**src/rtl/pwm_route_pkg.sv**
```systemverilog
package pwm_route_pkg;

  // Strobes from the control to the datapath
  typedef struct packed {
    logic loadActive;  // copy requested settings into the active registers
    logic running;     // active period is non-zero
  } pwmStrobes_t;

  // Decoded routing: enable and source select (1 = right sample) per output
  typedef struct packed {
    logic leftEn;
    logic leftFromRight;
    logic rightEn;
    logic rightFromRight;
  } route_t;

  function automatic route_t decodeRoute(input logic [3:0] code);
    route_t r;
    r = '0;
    unique case (code)
      4'h0, 4'h6, 4'h9, 4'hF: r = '0;
      4'h5: begin
        r.leftEn  = 1'b1; r.leftFromRight  = 1'b0;
        r.rightEn = 1'b1; r.rightFromRight = 1'b1;
      end
      4'hA: begin
        r.leftEn  = 1'b1; r.leftFromRight  = 1'b1;
        r.rightEn = 1'b1; r.rightFromRight = 1'b0;
      end
      default: begin
        if (code[2] | code[3]) begin
          r.rightEn        = 1'b1;
          r.rightFromRight = code[1] | code[2];
        end else begin
          r.leftEn        = 1'b1;
          r.leftFromRight = code[1] | code[2];
        end
      end
    endcase
    return r;
  endfunction

endpackage

```
**src/rtl/pwm_route_ctrl.sv**
```systemverilog
module pwm_route_ctrl
  import pwm_route_pkg::*;
#(
  parameter int SAMPLE_W = 12
) (
  input  logic                clk,
  input  logic                rstN,
  input  logic [SAMPLE_W-1:0] periodNow,
  output logic [SAMPLE_W-1:0] count,
  output pwmStrobes_t         strobes
);

  localparam logic [SAMPLE_W-1:0] ONE = SAMPLE_W'(1);

  logic [SAMPLE_W-1:0] lastCount;
  logic                atWrap;

  assign lastCount = periodNow - ONE;
  assign atWrap    = (count == lastCount);

  always_comb begin
    strobes.running    = (periodNow != '0);
    strobes.loadActive = !strobes.running || atWrap;
  end

  always_ff @(posedge clk or negedge rstN) begin
    if (!rstN)
      count <= '0;
    else if (strobes.loadActive)
      count <= '0;
    else
      count <= count + ONE;
  end

endmodule

```
**src/rtl/pwm_route_dp.sv**
```systemverilog
module pwm_route_dp
  import pwm_route_pkg::*;
#(
  parameter int SAMPLE_W = 12,
  parameter int MODE_W   = 4
) (
  input  logic                clk,
  input  logic                rstN,
  input  logic [SAMPLE_W-1:0] periodIn,
  input  logic [MODE_W-1:0]   modeIn,
  input  logic [SAMPLE_W-1:0] sampleLeft,
  input  logic [SAMPLE_W-1:0] sampleRight,
  input  logic                sampleStrobe,
  input  pwmStrobes_t         strobes,
  input  logic [SAMPLE_W-1:0] count,
  output logic [SAMPLE_W-1:0] periodNow,
  output logic                pwmLeft,
  output logic                pwmRight
);

  localparam int NUM_CH = 2;  // index 0 = left source, 1 = right source

  logic [SAMPLE_W-1:0] stageSample  [NUM_CH];
  logic [SAMPLE_W-1:0] stageNext    [NUM_CH];
  logic [SAMPLE_W-1:0] activeSample [NUM_CH];
  logic [SAMPLE_W-1:0] inSample     [NUM_CH];
  logic [NUM_CH-1:0]   chHigh;
  logic [MODE_W-1:0]   activeMode;
  route_t              route;

  assign inSample[0] = sampleLeft;
  assign inSample[1] = sampleRight;

  for (genvar ch = 0; ch < NUM_CH; ch++) begin : g_chan
    logic [SAMPLE_W-1:0] limited;

    assign stageNext[ch] = sampleStrobe ? inSample[ch] : stageSample[ch];
    assign limited       = (activeSample[ch] > periodNow) ? periodNow : activeSample[ch];
    assign chHigh[ch]    = (count < limited);

    always_ff @(posedge clk or negedge rstN) begin
      if (!rstN) begin
        stageSample[ch]  <= '0;
        activeSample[ch] <= '0;
      end else begin
        stageSample[ch] <= stageNext[ch];
        if (strobes.loadActive)
          activeSample[ch] <= stageNext[ch];
      end
    end
  end

  always_ff @(posedge clk or negedge rstN) begin
    if (!rstN) begin
      periodNow  <= '0;
      activeMode <= '0;
    end else if (strobes.loadActive) begin
      periodNow  <= periodIn;
      activeMode <= modeIn;
    end
  end

  assign route = decodeRoute(activeMode);

  always_comb begin
    pwmLeft  = strobes.running && route.leftEn &&
               (route.leftFromRight ? chHigh[1] : chHigh[0]);
    pwmRight = strobes.running && route.rightEn &&
               (route.rightFromRight ? chHigh[1] : chHigh[0]);
  end

endmodule

```
**src/rtl/pwm_route_mod.sv**
```systemverilog
module pwm_route_mod
  import pwm_route_pkg::*;
#(
  parameter int SAMPLE_W = 12,
  parameter int MODE_W   = 4
) (
  input  logic                clk,
  input  logic                rstN,
  input  logic [SAMPLE_W-1:0] periodIn,
  input  logic [MODE_W-1:0]   modeIn,
  input  logic [SAMPLE_W-1:0] sampleLeft,
  input  logic [SAMPLE_W-1:0] sampleRight,
  input  logic                sampleStrobe,
  output logic                pwmLeft,
  output logic                pwmRight
);

  logic [SAMPLE_W-1:0] count;
  logic [SAMPLE_W-1:0] periodNow;
  pwmStrobes_t         strobes;

  pwm_route_ctrl #(.SAMPLE_W(SAMPLE_W)) u_ctrl (
    .clk       (clk),
    .rstN      (rstN),
    .periodNow (periodNow),
    .count     (count),
    .strobes   (strobes)
  );

  pwm_route_dp #(.SAMPLE_W(SAMPLE_W), .MODE_W(MODE_W)) u_dp (
    .clk          (clk),
    .rstN         (rstN),
    .periodIn     (periodIn),
    .modeIn       (modeIn),
    .sampleLeft   (sampleLeft),
    .sampleRight  (sampleRight),
    .sampleStrobe (sampleStrobe),
    .strobes      (strobes),
    .count        (count),
    .periodNow    (periodNow),
    .pwmLeft      (pwmLeft),
    .pwmRight     (pwmRight)
  );

endmodule

```
**config.mk**
```make
export PLATFORM = sky130hd
export DESIGN_NAME = pwm_route_mod
export DESIGN_NICKNAME = d
export VERILOG_FILES = /design/src/rtl/pwm_route_pkg.sv /design/src/rtl/pwm_route_ctrl.sv /design/src/rtl/pwm_route_dp.sv /design/src/rtl/pwm_route_mod.sv
export SDC_FILE = /design/constraint.sdc
export NUM_CORES = 1
export LEC_CHECK = 0
export ABC_AREA = 1
export BUFFER_PORTS_ARGS = -buffer_cell sky130_fd_sc_hd__clkbuf_2
export CORE_ASPECT_RATIO = 0.7
export CORE_UTILIZATION = 60
export CTS_CLUSTER_SIZE = 28
export DETAILED_ROUTE_END_ITERATION = 6
export PLACE_DENSITY = 0.8
export SLEW_MARGIN = 20
export SYNTH_ARGS = -nofsm -noshare
export SYNTH_HDL_FRONTEND = slang
export SYNTH_SLANG_ARGS = --single-unit
```
**constraint.sdc**
```tcl
create_clock -name clk -period 4 [get_ports clk]
set_input_delay 0.6 -clock clk [delete_from_list [all_inputs] [get_ports clk]]
set_output_delay 0.6 -clock clk [all_outputs]
set_load 0.005 [all_outputs]
```
==> flow_metrics.tcl, run 1 <==
set metrics [dict create \
    r2r_slack_ps 870 \
    ys_types 34 \
    drc 0 \
    dr.pass1.iters 4 \
    drtAntennaViolNets 0 \
    p_switching_mw 0.348 \
    syn_inst 561 \
    fillCellCount 565 \
    synth_top_area_share_pct 38.8 \
    die_area_um2 8540 \
    rsz0062_at_grt "yes" \
    swShare_pct 20.9 \
    fin_nets 716 \
    grt_pass1_vias 3896 \
    synth_edf_count 0 \
    placementRows 27 \
    synth_common_cells "nand2_1 (136), dfrtp_1 (76), inv_1 (67), ha_1 (48), o21ai_2 (36)" \
    via_per_inst 5.54 \
    yosysWarnings 0 \
    ys.flop_type "dfrtp_1" \
    drt-initial-drc-count 309 \
    die_h_um 77.6 \
    yosysMostFrequentCell "nand2_1" \
    cp_num_buf_inv 3 \
    setup_slack_ps 28.5 \
    cp-start-kind "flip-flop" \
    diodes 0 \
    cts_buffer_depth 2 \
    synth_top_area_cell "dfrtp_1" \
    yosysSeqAreaShare_pct 38.8 \
    r2r_cells 15 \
    required_ps 3400 \
    die_x_um 110 \
    critical_path_class "reg -> out" \
    cp_top_family "simple AND/OR/NAND/NOR gates" \
    clk_latency_ps 340 \
    pin_count 45 \
    finalCriticalPeriod_ps 3970 \
    ys_ff_latch 76 \
    grt_use_total_pct 29.6 \
    arrival_ps 3370 \
    p_leak_nw 2.76 \
    cts-root-buf "clkbuf_16" \
    cts-buffers-inserted 9 \
    r2r-start "u_dp.periodNow[0]" \
    final_hold_viol_count 0 \
    power.density_nw_per_um2 284 \
    cts_tree "built" \
    worst-path-max-fanout 5 \
    gp_congestion 0.945 \
    crit_chain "inv_2 > buf_6 > ha_4 > nand4_1 > nor2_4 > nand4_1 > nand2_2 > o21ai_0 > ha_1 > a21oi_2 > nor2_1 > a211oi_2 > o221a_2 > nand2_2 > nand2_2 > nand2_2 > nor2_2 > buf_2" \
    maxCapViolations 0 \
    tightest_slew_ps 957 \
    worstSetupEndpointType "output port" \
    maxSlewViolCount 0 \
    vias 4052 \
    area_growth_pct 19.2 \
    avgSynthCellArea_um2 8.73 \
    io_buffers 44 \
    maxSlewHeadroom_pct 36.2 \
    pwr-share-clk_pct 47.4 \
    max_freq_mhz 252 \
    pre_cts_ws_ps -159 \
    hp-class "in -> async" \
    power_frac_comb_pct 4.4 \
    crit_path_max_incr_delay_ps 370 \
    antenna_found_initial 0 \
    clk_pin_slew_ps 60 \
    async_flop_share_pct 100 \
    p_seq_share_pct 48.1 \
    outcome "complete, no violations" \
    setup_viol 0 \
    core_area_um2 7870 \
    hpwl_um 8290 \
    syn_nets 652 \
    netlist_area_um2 4900 \
    period_share_pct 99.3 \
    tns_ps 0 \
    synth_area_leaders "dfrtp_1 (39%), ha_1 (12%), nand2_1 (10%)" \
    grt_pass1_wl_um 19000 \
    timing.rr.end "u_dp.activeSample[14]" \
    skew_ps 7.54 \
    peakVddDrop_v 0.000345 \
    layout-drive-gt1-share_pct 31.9 \
    crit_top_cell "nand2_2" \
    crit_slowest_cell "dfrtp_1" \
    initial_utilization_pct 62.2 \
    grt_max_degree 77 \
    h-tree-depth 3 \
    post_drt_wl_per_cell_um 16.2 \
    cts.sinks 76 \
    drt-total-wl_um 11800 \
    gr-total-overflow 0 \
    internal_power_mw 1.31 \
]
per-layer routing:
metal	wire, um	vias to the layer above	GRT usage, %
met5	0	-	0
met4	191	0	7.60
met3	646	26	6.64
met2	5510	116	46.1
met1	5460	1949	41.4
li1	-	1961	-
state kept, by name, summed over array words and instances, names as in the netlist:
signal,cells
u_ctrl.count,12
u_dp.stageSample,24
u_dp.activeMode,4
u_dp.periodNow,12
u_dp.activeSample,24
power groups by stage:
stage / Clock, mW / Sequential [mW] / Combinational [mW]
floorplan: 0 / 0.811 / 0.0342
global placement: 0 / 0.811 / 0.0714
detailed placement: 0 / 0.813 / 0.0744
CTS: 0.791 / 0.800 / 0.0752
global route: 0.829 / 0.802 / 0.0838
finish: 0.787 / 0.799 / 0.0739
cell families after synthesis:
family	count (synthesis)	share of synthesized area (%)
buffers and inverters	87	7.99
adders and majority gates	48	12.3
xor gates and xnor gates	25	4.47
and+or+nand+nor	208	18.1
AOI/OAI and AO/OA	93	12.8
DFF	76	38.8
muxes	24	5.52
how the worst max path moves through the flow:
stage	to	slack [ps]	start	depth (start not counted)
after floorplan	pwmRight	690	u_dp.periodNow[9]	20
after global placement	pwmLeft	-180	u_dp.periodNow[7]	19
after detailed placement	pwmLeft	-160	u_dp.periodNow[7]	19
after CTS	pwmLeft	20	u_dp.periodNow[8]	20
after global routing	pwmLeft	-130	u_dp.periodNow[6]	18
final	pwmLeft	30	u_dp.periodNow[6]	18
layout make-up:
class	count	area (um^2)	share of cell area [%]
clock buffer	14	244	4.18
clock inverter	2	35.0	0.600
tap	101	126	2.16
inverter	70	263	4.50
timing repair buffer	69	438	7.50
sequential	76	1900	32.6
multi-input combinational	399	2830	48.5
worst reg2reg max path, stage by stage (launching register included):
cell and delay (ps):
dfrtp_1 450, inv_2 160, ha_1 220, nand2_1 80
nor2_2 140, nand2_1 130, nor2_2 180, nand3_1 120
xor2_1 140, inv_1 60, nor4_2 190, nand3_1 170
nand2_4 310, buf_4 430, nand2_1 200, o21ai_2 90
per-stage QoR:
stage | instances | hold WS [ps] | utilization, % | area (um^2) | total power, mW
final | 731 | 414 | 74.2 | 5840 | 1.66
after global routing | 731 | 470 | 74.2 | 5840 | 1.71
after CTS | 720 | 454 | 70.8 | 5570 | 1.67
after detailed placement | 698 | 487 | 66.1 | 5210 | 0.888
after global placement | 698 | 481 | 66.1 | 5210 | 0.883
after floorplan | 561 | 304 | - | 4900 | 0.845
placed cells by master (no fill, tap or decap), drive strengths merged:
cell type,count
nand2,137
dfrtp,76
inv,70
o21ai,67
clkbuf,55
ha,48
nor2,36
buf,28
mux2,24
a21oi,17
xor2,16
nand3,14
nor3,11
xnor2,9
nand4,6
a21o,2
o221a,2
nor4,2
a211oi,2
or2,1
and3,1
o21bai,1
and2,1
o211ai,1
a31oi,1
clkinv,1
bufinv,1
timing repair:
item	4_1_cts	5_1_grt
gates resized for setup	14	47
setup endpoints to repair	2	2
buffers inserted	5	11
cloned	1	0
pin swaps	4	16
hold buffers	0	0
(Power assumes the default switching activity.)
==> run 2: changes to the inputs <==
--- a/config.mk
+++ b/config.mk
@@ -5,8 +5,7 @@
 export SDC_FILE = /design/constraint.sdc
 export NUM_CORES = 1
 export LEC_CHECK = 0
-export ABC_AREA = 1
-export BUFFER_PORTS_ARGS = -buffer_cell sky130_fd_sc_hd__clkbuf_2
+export BUFFER_PORTS_ARGS = -buffer_cell sky130_fd_sc_hd__buf_2
 export CORE_ASPECT_RATIO = 0.7
 export CORE_UTILIZATION = 60
 export CTS_CLUSTER_SIZE = 28
==> flow_metrics.tcl, run 2 <==
set metrics [dict create \
    synth_edf_count 0 \
    reg.largest.list "u_dp.activeSample: 24 flops, u_dp.stageSample: 24 flops" \
    required_ps 3400 \
    dr_wl_met3_um 1070 \
    power.density_nw_per_um2 279 \
    async_flop_share_pct 100 \
    synth_top_area_cell "dfrtp_1" \
    violations "negative setup slack" \
    syn_inst 425 \
    yosysWarnings 0 \
    max_freq_mhz 220 \
    core_area_um2 7870 \
    maxCapViolations 0 \
    fillCellCount 496 \
    netlist_area_um2 4860 \
    p_leak_nw 2.83 \
    crit_cells 18 \
    gp_congestion 0.959 \
    crit_chain "inv_1 > ha_1 > nand4_1 > a211o_1 > a31oi_4 > buf_6 > buf_6 > mux2i_4 > ha_4 > buf_4 > nand4_1 > nor2_2 > nand4_1 > nor2_1 > mux2i_2 > a221oi_4 > nor3_2 > buf_2" \
    clk_latency_ps 350 \
    mostFrequentLayoutCell "dfrtp_1" \
    p_seq_share_pct 46.6 \
    most-common-layout-cells "dfrtp_1 (76), buf_4 (59), ha_1 (43), buf_2 (43), mux2_4 (33)" \
    cts-buffers-inserted 9 \
    cp_top_family "simple AND/OR/NAND/NOR gates" \
    area_growth_pct 26.6 \
    critical_path_class "reg -> out" \
    r2r_cells 11 \
    post_drt_wl_per_cell_um 21.8 \
    dr.max_layer_used "met4" \
    timing.rr.end "u_dp.periodNow[2]" \
    crit_path_max_incr_delay_ps 380 \
    ys_ff_latch 76 \
    ys_types 49 \
    fin_nets 620 \
    hp-class "in -> async" \
    vias 3928 \
    swShare_pct 23.1 \
    h-tree-depth 3 \
    tns_ps -1020 \
    outcome "complete, but fails checks" \
    crit_slowest_cell "a211o_1" \
    cp-start-kind "flip-flop" \
    final_hold_viol_count 0 \
    setup_slack_ps -537 \
    dr_wl_met2_um 6350 \
    rsz0062_at_grt "yes" \
    placementRows 27 \
    drtAntennaViolNets 0 \
    maxSlewViolCount 0 \
    dr.pass1.iters 7 \
    seq_area_um2 1900 \
    grt_pass1_vias 4101 \
    pwr-share-clk_pct 48.8 \
    yosysMostFrequentCell "dfrtp_1" \
    yosysSeqAreaShare_pct 39.1 \
    cts_buffer_depth 2 \
    drc 0 \
    syn_nets 516 \
    synth_area_leaders "dfrtp_1 (39%), ha_1 (12%), mux2_4 (10%)" \
    ctsHoldBuffers 0 \
    skew_ps 8.45 \
    cts_tree "built" \
    die_h_um 77.3 \
    die_area_um2 8480 \
    drt-total-wl_um 13900 \
    tightest_slew_ps 993 \
    finalCriticalPeriod_ps 4540 \
    internal_power_mw 1.32 \
    period_share_pct 113 \
    worstSetupEndpointType "output port" \
    io_buffers 44 \
    r2r_slack_ps 430 \
    grt_use_total_pct 34.7 \
    avgSynthCellArea_um2 11.4 \
    synth_top_area_share_pct 39.1 \
    antenna_found_initial 0 \
    r2r-start "u_dp.periodNow[0]" \
    worst-path-max-fanout 4 \
    cts-root-buf "clkbuf_16" \
    power_frac_comb_pct 4.6 \
    peakVddDrop_v 0.000328 \
    initial_utilization_pct 61.8 \
    multi_input_area_um2 3010 \
    grt_pass1_wl_um 21500 \
    ys.flop_type "dfrtp_1" \
    die_x_um 110 \
    via_per_inst 6.19 \
    layout-drive-gt1-share_pct 40.1 \
    setup_viol 2 \
    cts.sinks 76 \
    clk_pin_slew_ps 60 \
    p_switching_mw 0.397 \
    hpwl_um 9460 \
    arrival_ps 3940 \
    crit_top_cell "nand4_1" \
    pin_count 45 \
    gr-total-overflow 0 \
    synth_common_cells "dfrtp_1 (76), ha_1 (48), mux2_4 (33), nor2_1 (33), mux2_2 (25)" \
    finalPower_mw 1.72 \
    wl_met1_um 5990 \
    maxSlewHeadroom_pct 33.8 \
    drt-initial-drc-count 304 \
    diodes 0 \
    cp_num_buf_inv 5 \
    grt_max_degree 77 \
]
==> run 2: changes by cell type after synthesis, moves of 6 or more <==
cell / delta
mux2i_1: +24
nand2_1: -125
a21o_1: +6
inv_1: -50
o21ai_2: -36
nand4_1: +10
mux2_4: +33
o21ai_0: -20
==> run 2: worst max-delay path by stage <==
stage,startpoint,endpoint
2_1_floorplan,u_dp.periodNow[8],pwmRight
3_3_place_gp,u_dp.periodNow[9],pwmRight
3_5_place_dp,u_dp.periodNow[9],pwmRight
4_1_cts,u_dp.periodNow[1],pwmRight
5_1_grt,u_dp.periodNow[9],pwmRight
6_report,u_dp.periodNow[11],pwmRight
==> run 2: power groups by stage <==
stage,logic (mW),registers (mW),clock network (mW)
floorplan,0.0354,0.811,0
global placement,0.0757,0.812,0
detailed placement,0.0792,0.814,0
CTS,0.0800,0.799,0.839
global route,0.0864,0.801,0.870
finish,0.0788,0.799,0.838
==> run 2: kinds of logic after synthesis <==
family | share of synthesized area (%)
buffers and inverters | 3.22
and+or+nand+nor | 10.5
DFF | 39.1
AOI/OAI and AO/OA | 8.54
muxes | 21.6
xor gates and xnor gates | 4.68
adders and majority gates | 12.3
==> run 2: area by class of cell <==
class	count	area share (%)
multi-input cells	316	48.9
flip-flops and latches	76	30.9
repair buffers	109	12.3
clock buffers	10	3.72
well taps	101	2.05
clock inverters	6	1.16
inverters	17	1.04
==> run 2: metal layers <==
layer,global-route usage (%),up-vias
li1,-,1756
met1,47.3,1925
met2,53.0,199
met3,9.16,48
met4,13.1,0
met5,0,-
==> run 2: worst reg2reg max path: cells and delay by family, from the launching register on <==
family,cells,cell delay [ps]
multiplexers,1,320
AND/OR/NAND/NOR,4,1540
AO/OA/AOI/OAI,2,310
adder cells (fa/ha/maj),1,350
flip-flops,1,430
buffers and inverters,3,500
==> run 2: repair_timing <==
item / CTS / global route
setup endpoints to repair: 2 / 2
resized for setup: 24 / 15
buffers inserted: 5 / 3
cloned: 0 / 0
pin swaps: 23 / 15
==> run 2: through the flow <==
stage	hold slack [ps]	worst slack (ps)	instance area, um^2	std cells	utilization [%]
final	395	-537	6160	635	78.2
after global placement	480	-118	5580	611	70.9
after floorplan	304	17.1	4890	425	-
after CTS	456	-358	6060	632	76.9
after detailed placement	490	-203	5580	611	70.9
after global routing	468	-694	6160	635	78.2
==> run 3: changes to the inputs <==
--- a/config.mk
+++ b/config.mk
@@ -8,10 +8,11 @@
 export BUFFER_PORTS_ARGS = -buffer_cell sky130_fd_sc_hd__buf_2
 export CORE_ASPECT_RATIO = 0.7
 export CORE_UTILIZATION = 60
-export CTS_CLUSTER_SIZE = 28
+export CTS_CLUSTER_SIZE = 24
 export DETAILED_ROUTE_END_ITERATION = 6
-export PLACE_DENSITY = 0.8
+export PLACE_DENSITY = 0.81
 export SLEW_MARGIN = 20
 export SYNTH_ARGS = -nofsm -noshare
 export SYNTH_HDL_FRONTEND = slang
+export SYNTH_HIERARCHICAL = 1
 export SYNTH_SLANG_ARGS = --single-unit
==> flow_metrics.tcl, run 3 <==
set metrics [dict create \
    outcome "complete, but fails checks" \
    violations "negative setup slack" \
    die_h_um 76.8 \
    area_growth_pct 23.1 \
    critical_path_class "reg -> out" \
    setup_viol 2 \
    grt_pass1_vias 3975 \
    synth_edf_count 0 \
    syn_inst 446 \
    reg.largest.list "u_dp/activeSample: 24 flops, u_dp/stageSample: 24 flops" \
    power.density_nw_per_um2 293 \
    io_buffers 44 \
    antenna_found_initial 0 \
    period_share_pct 111 \
    core_area_um2 7510 \
    initial_utilization_pct 63.9 \
    synth-simple-area-share_pct 13.6 \
    synth_top_family_by_area "multiplexers" \
    layout-drive-gt1-share_pct 36.2 \
    synth-compound-area-share_pct 9.91 \
    grt_use_total_pct 32.1 \
    final_hold_viol_count 0 \
    skew_ps 8.08 \
    synth_top_area_cell "dfrtp_1" \
    finalCriticalPeriod_ps 4430 \
    cts-root-buf "clkbuf_16" \
    netlist_area_um2 4800 \
    worstSetupEndpointType "output port" \
    drtAntennaViolNets 0 \
    setup_slack_ps -426 \
    syn_nets 537 \
    maxSlewViolCount 0 \
    die_area_um2 8370 \
    drt-initial-drc-count 236 \
    tightest_slew_ps 941 \
    synth_area_leaders "dfrtp_1 (40%), ha_1 (13%), mux2_2 (12%)" \
    ys.flop_type "dfrtp_1" \
    grt_max_degree 77 \
    pre_cts_ws_ps -133 \
    most-common-layout-cells "dfrtp_1 (76), mux2_2 (50), buf_4 (46)" \
    cp-start-kind "flip-flop" \
    cts.sinks 76 \
    required_ps 3400 \
    dr.pass1.iters 5 \
    hold_slack_ps 386 \
    synthAdderAreaFrac_pct 12.5 \
    synth_xor_xnor_area_share_pct 4.56 \
    post_drt_wl_per_cell_um 19.6 \
    diodes 0 \
    drt-total-wl_um 12500 \
    h-tree-depth 3 \
    max_freq_mhz 226 \
    via_per_inst 6.16 \
    ys_ff_latch 76 \
    drc 0 \
    cts_buffer_depth 2 \
    yosysSeqAreaShare_pct 39.6 \
    maxSlewHeadroom_pct 37.3 \
    die_x_um 109 \
    p_leak_nw 2.77 \
    synth_common_cells "dfrtp_1 (76), mux2_2 (50), ha_1 (48)" \
    placementRows 26 \
    hpwl_um 8530 \
    clk_latency_ps 350 \
    vias 3916 \
    yosysWarnings 6 \
    arrival_ps 3830 \
    clk_pin_slew_ps 60 \
    mostFrequentLayoutCell "dfrtp_1" \
    synth_top_area_share_pct 39.6 \
    async_flop_share_pct 100 \
    ctsHoldBuffers 0 \
    pin_count 45 \
    ys_types 52 \
    maxCapViolations 0 \
    gr-total-overflow 0 \
    cts_tree "built" \
    cts-buffers-inserted 9 \
    grt_pass1_wl_um 20100 \
    worst-path-max-fanout 3 \
    avgSynthCellArea_um2 10.8 \
    peakVddDrop_v 0.000384 \
    gp_congestion 0.921 \
    muxShareOfSynthArea_pct 16.7 \
    fillCellCount 450 \
    yosysMostFrequentCell "dfrtp_1" \
    fin_nets 624 \
    rsz0062_at_grt "yes" \
    hp-class "in -> async" \
]
## run 3: metrics by stage
step	cells	setup TNS (ps)	utilization, %	instance area [um^2]	power, mW
final	636	-826	78.6	5910	1.73
after global routing	636	-1010	78.6	5910	1.79
after CTS	634	-465	77.4	5820	1.74
after detailed placement	611	-155	71.3	5360	0.890
after global placement	611	-27.2	71.3	5360	0.884
after floorplan	446	0	-	4800	0.844
## run 3: layout make-up
type | count | area, um^2 | share of cell area (%)
Clock inverter | 4 | 56.3 | 0.953
Clock buffer | 12 | 256 | 4.34
Inverter | 19 | 71.3 | 1.21
Tap cell | 98 | 123 | 2.07
Timing Repair Buffer | 90 | 572 | 9.68
Sequential cell | 76 | 1900 | 32.2
Multi-Input combinational cell | 337 | 2930 | 49.6
## run 3: cells by family (layout without fill, tap and decap cells)
| kind of cell | count (synthesis) | count (layout) |
|---|---|---|
| and+or+nand+nor | 117 | 117 |
| DFF | 76 | 76 |
| muxes | 74 | 74 |
| AOI/OAI and AO/OA | 73 | 73 |
| adders and majority gates | 48 | 48 |
| buffers and inverters | 33 | 125 |
| xor gates and xnor gates | 25 | 25 |
## run 3: worst max-delay path, cell delays in order, from the launching register on
cell and delay, ps:
dfrtp_1 350, inv_1 100, ha_4 290, nand4_1 220, a211o_1 340, a21oi_4 200
buf_4 170, mux2i_1 190, ha_1 260, a21o_1 170, a21oi_2 190, nor3_2 70
or3_1 330, a21oi_2 160, o21ai_1 100, a21oi_1 180, buf_2 140
## run 3: worst paths after layout
kind | start | end | slack, ps | depth (start not counted)
max in group asynchronous | rstN | u_ctrl/count[4] | 2990 | 1
worst max-delay path | u_dp/periodNow[9] | pwmLeft | -430 | 16
worst min-delay path | rstN | u_dp/stageSample[19] | 390 | 1
min in group clk | modeIn[2] | u_dp/activeMode[2] | 470 | 3
worst max register to register | u_dp/periodNow[0] | u_dp/activeSample[14] | 670 | 10
worst min register to register | u_dp/stageSample[18] | u_dp/stageSample[18] | 490 | 1
## run 3: repair_timing
item                                    4_1_cts  5_1_grt
endpoints found under the setup margin        2        2
pin swaps                                    22       13
buffers inserted                              7        2
gates resized for setup                      18       12
## run 3: power by group
part | leakage (nW) | internal, mW | switching, mW
sequential | 0.920 | 0.793 | 0.00664
combinational | 1.70 | 0.0367 | 0.0390
clock | 0.153 | 0.522 | 0.332
## run 3: routing by layer
layer / vias up / GRT usage [%] / wire (um)
li1: 1803 / - / -
met1: 1929 / 44.7 / 5580
met2: 152 / 49.4 / 5840
met3: 32 / 6.72 / 759
met4: 0 / 11.1 / 320
met5: - / 0 / 0
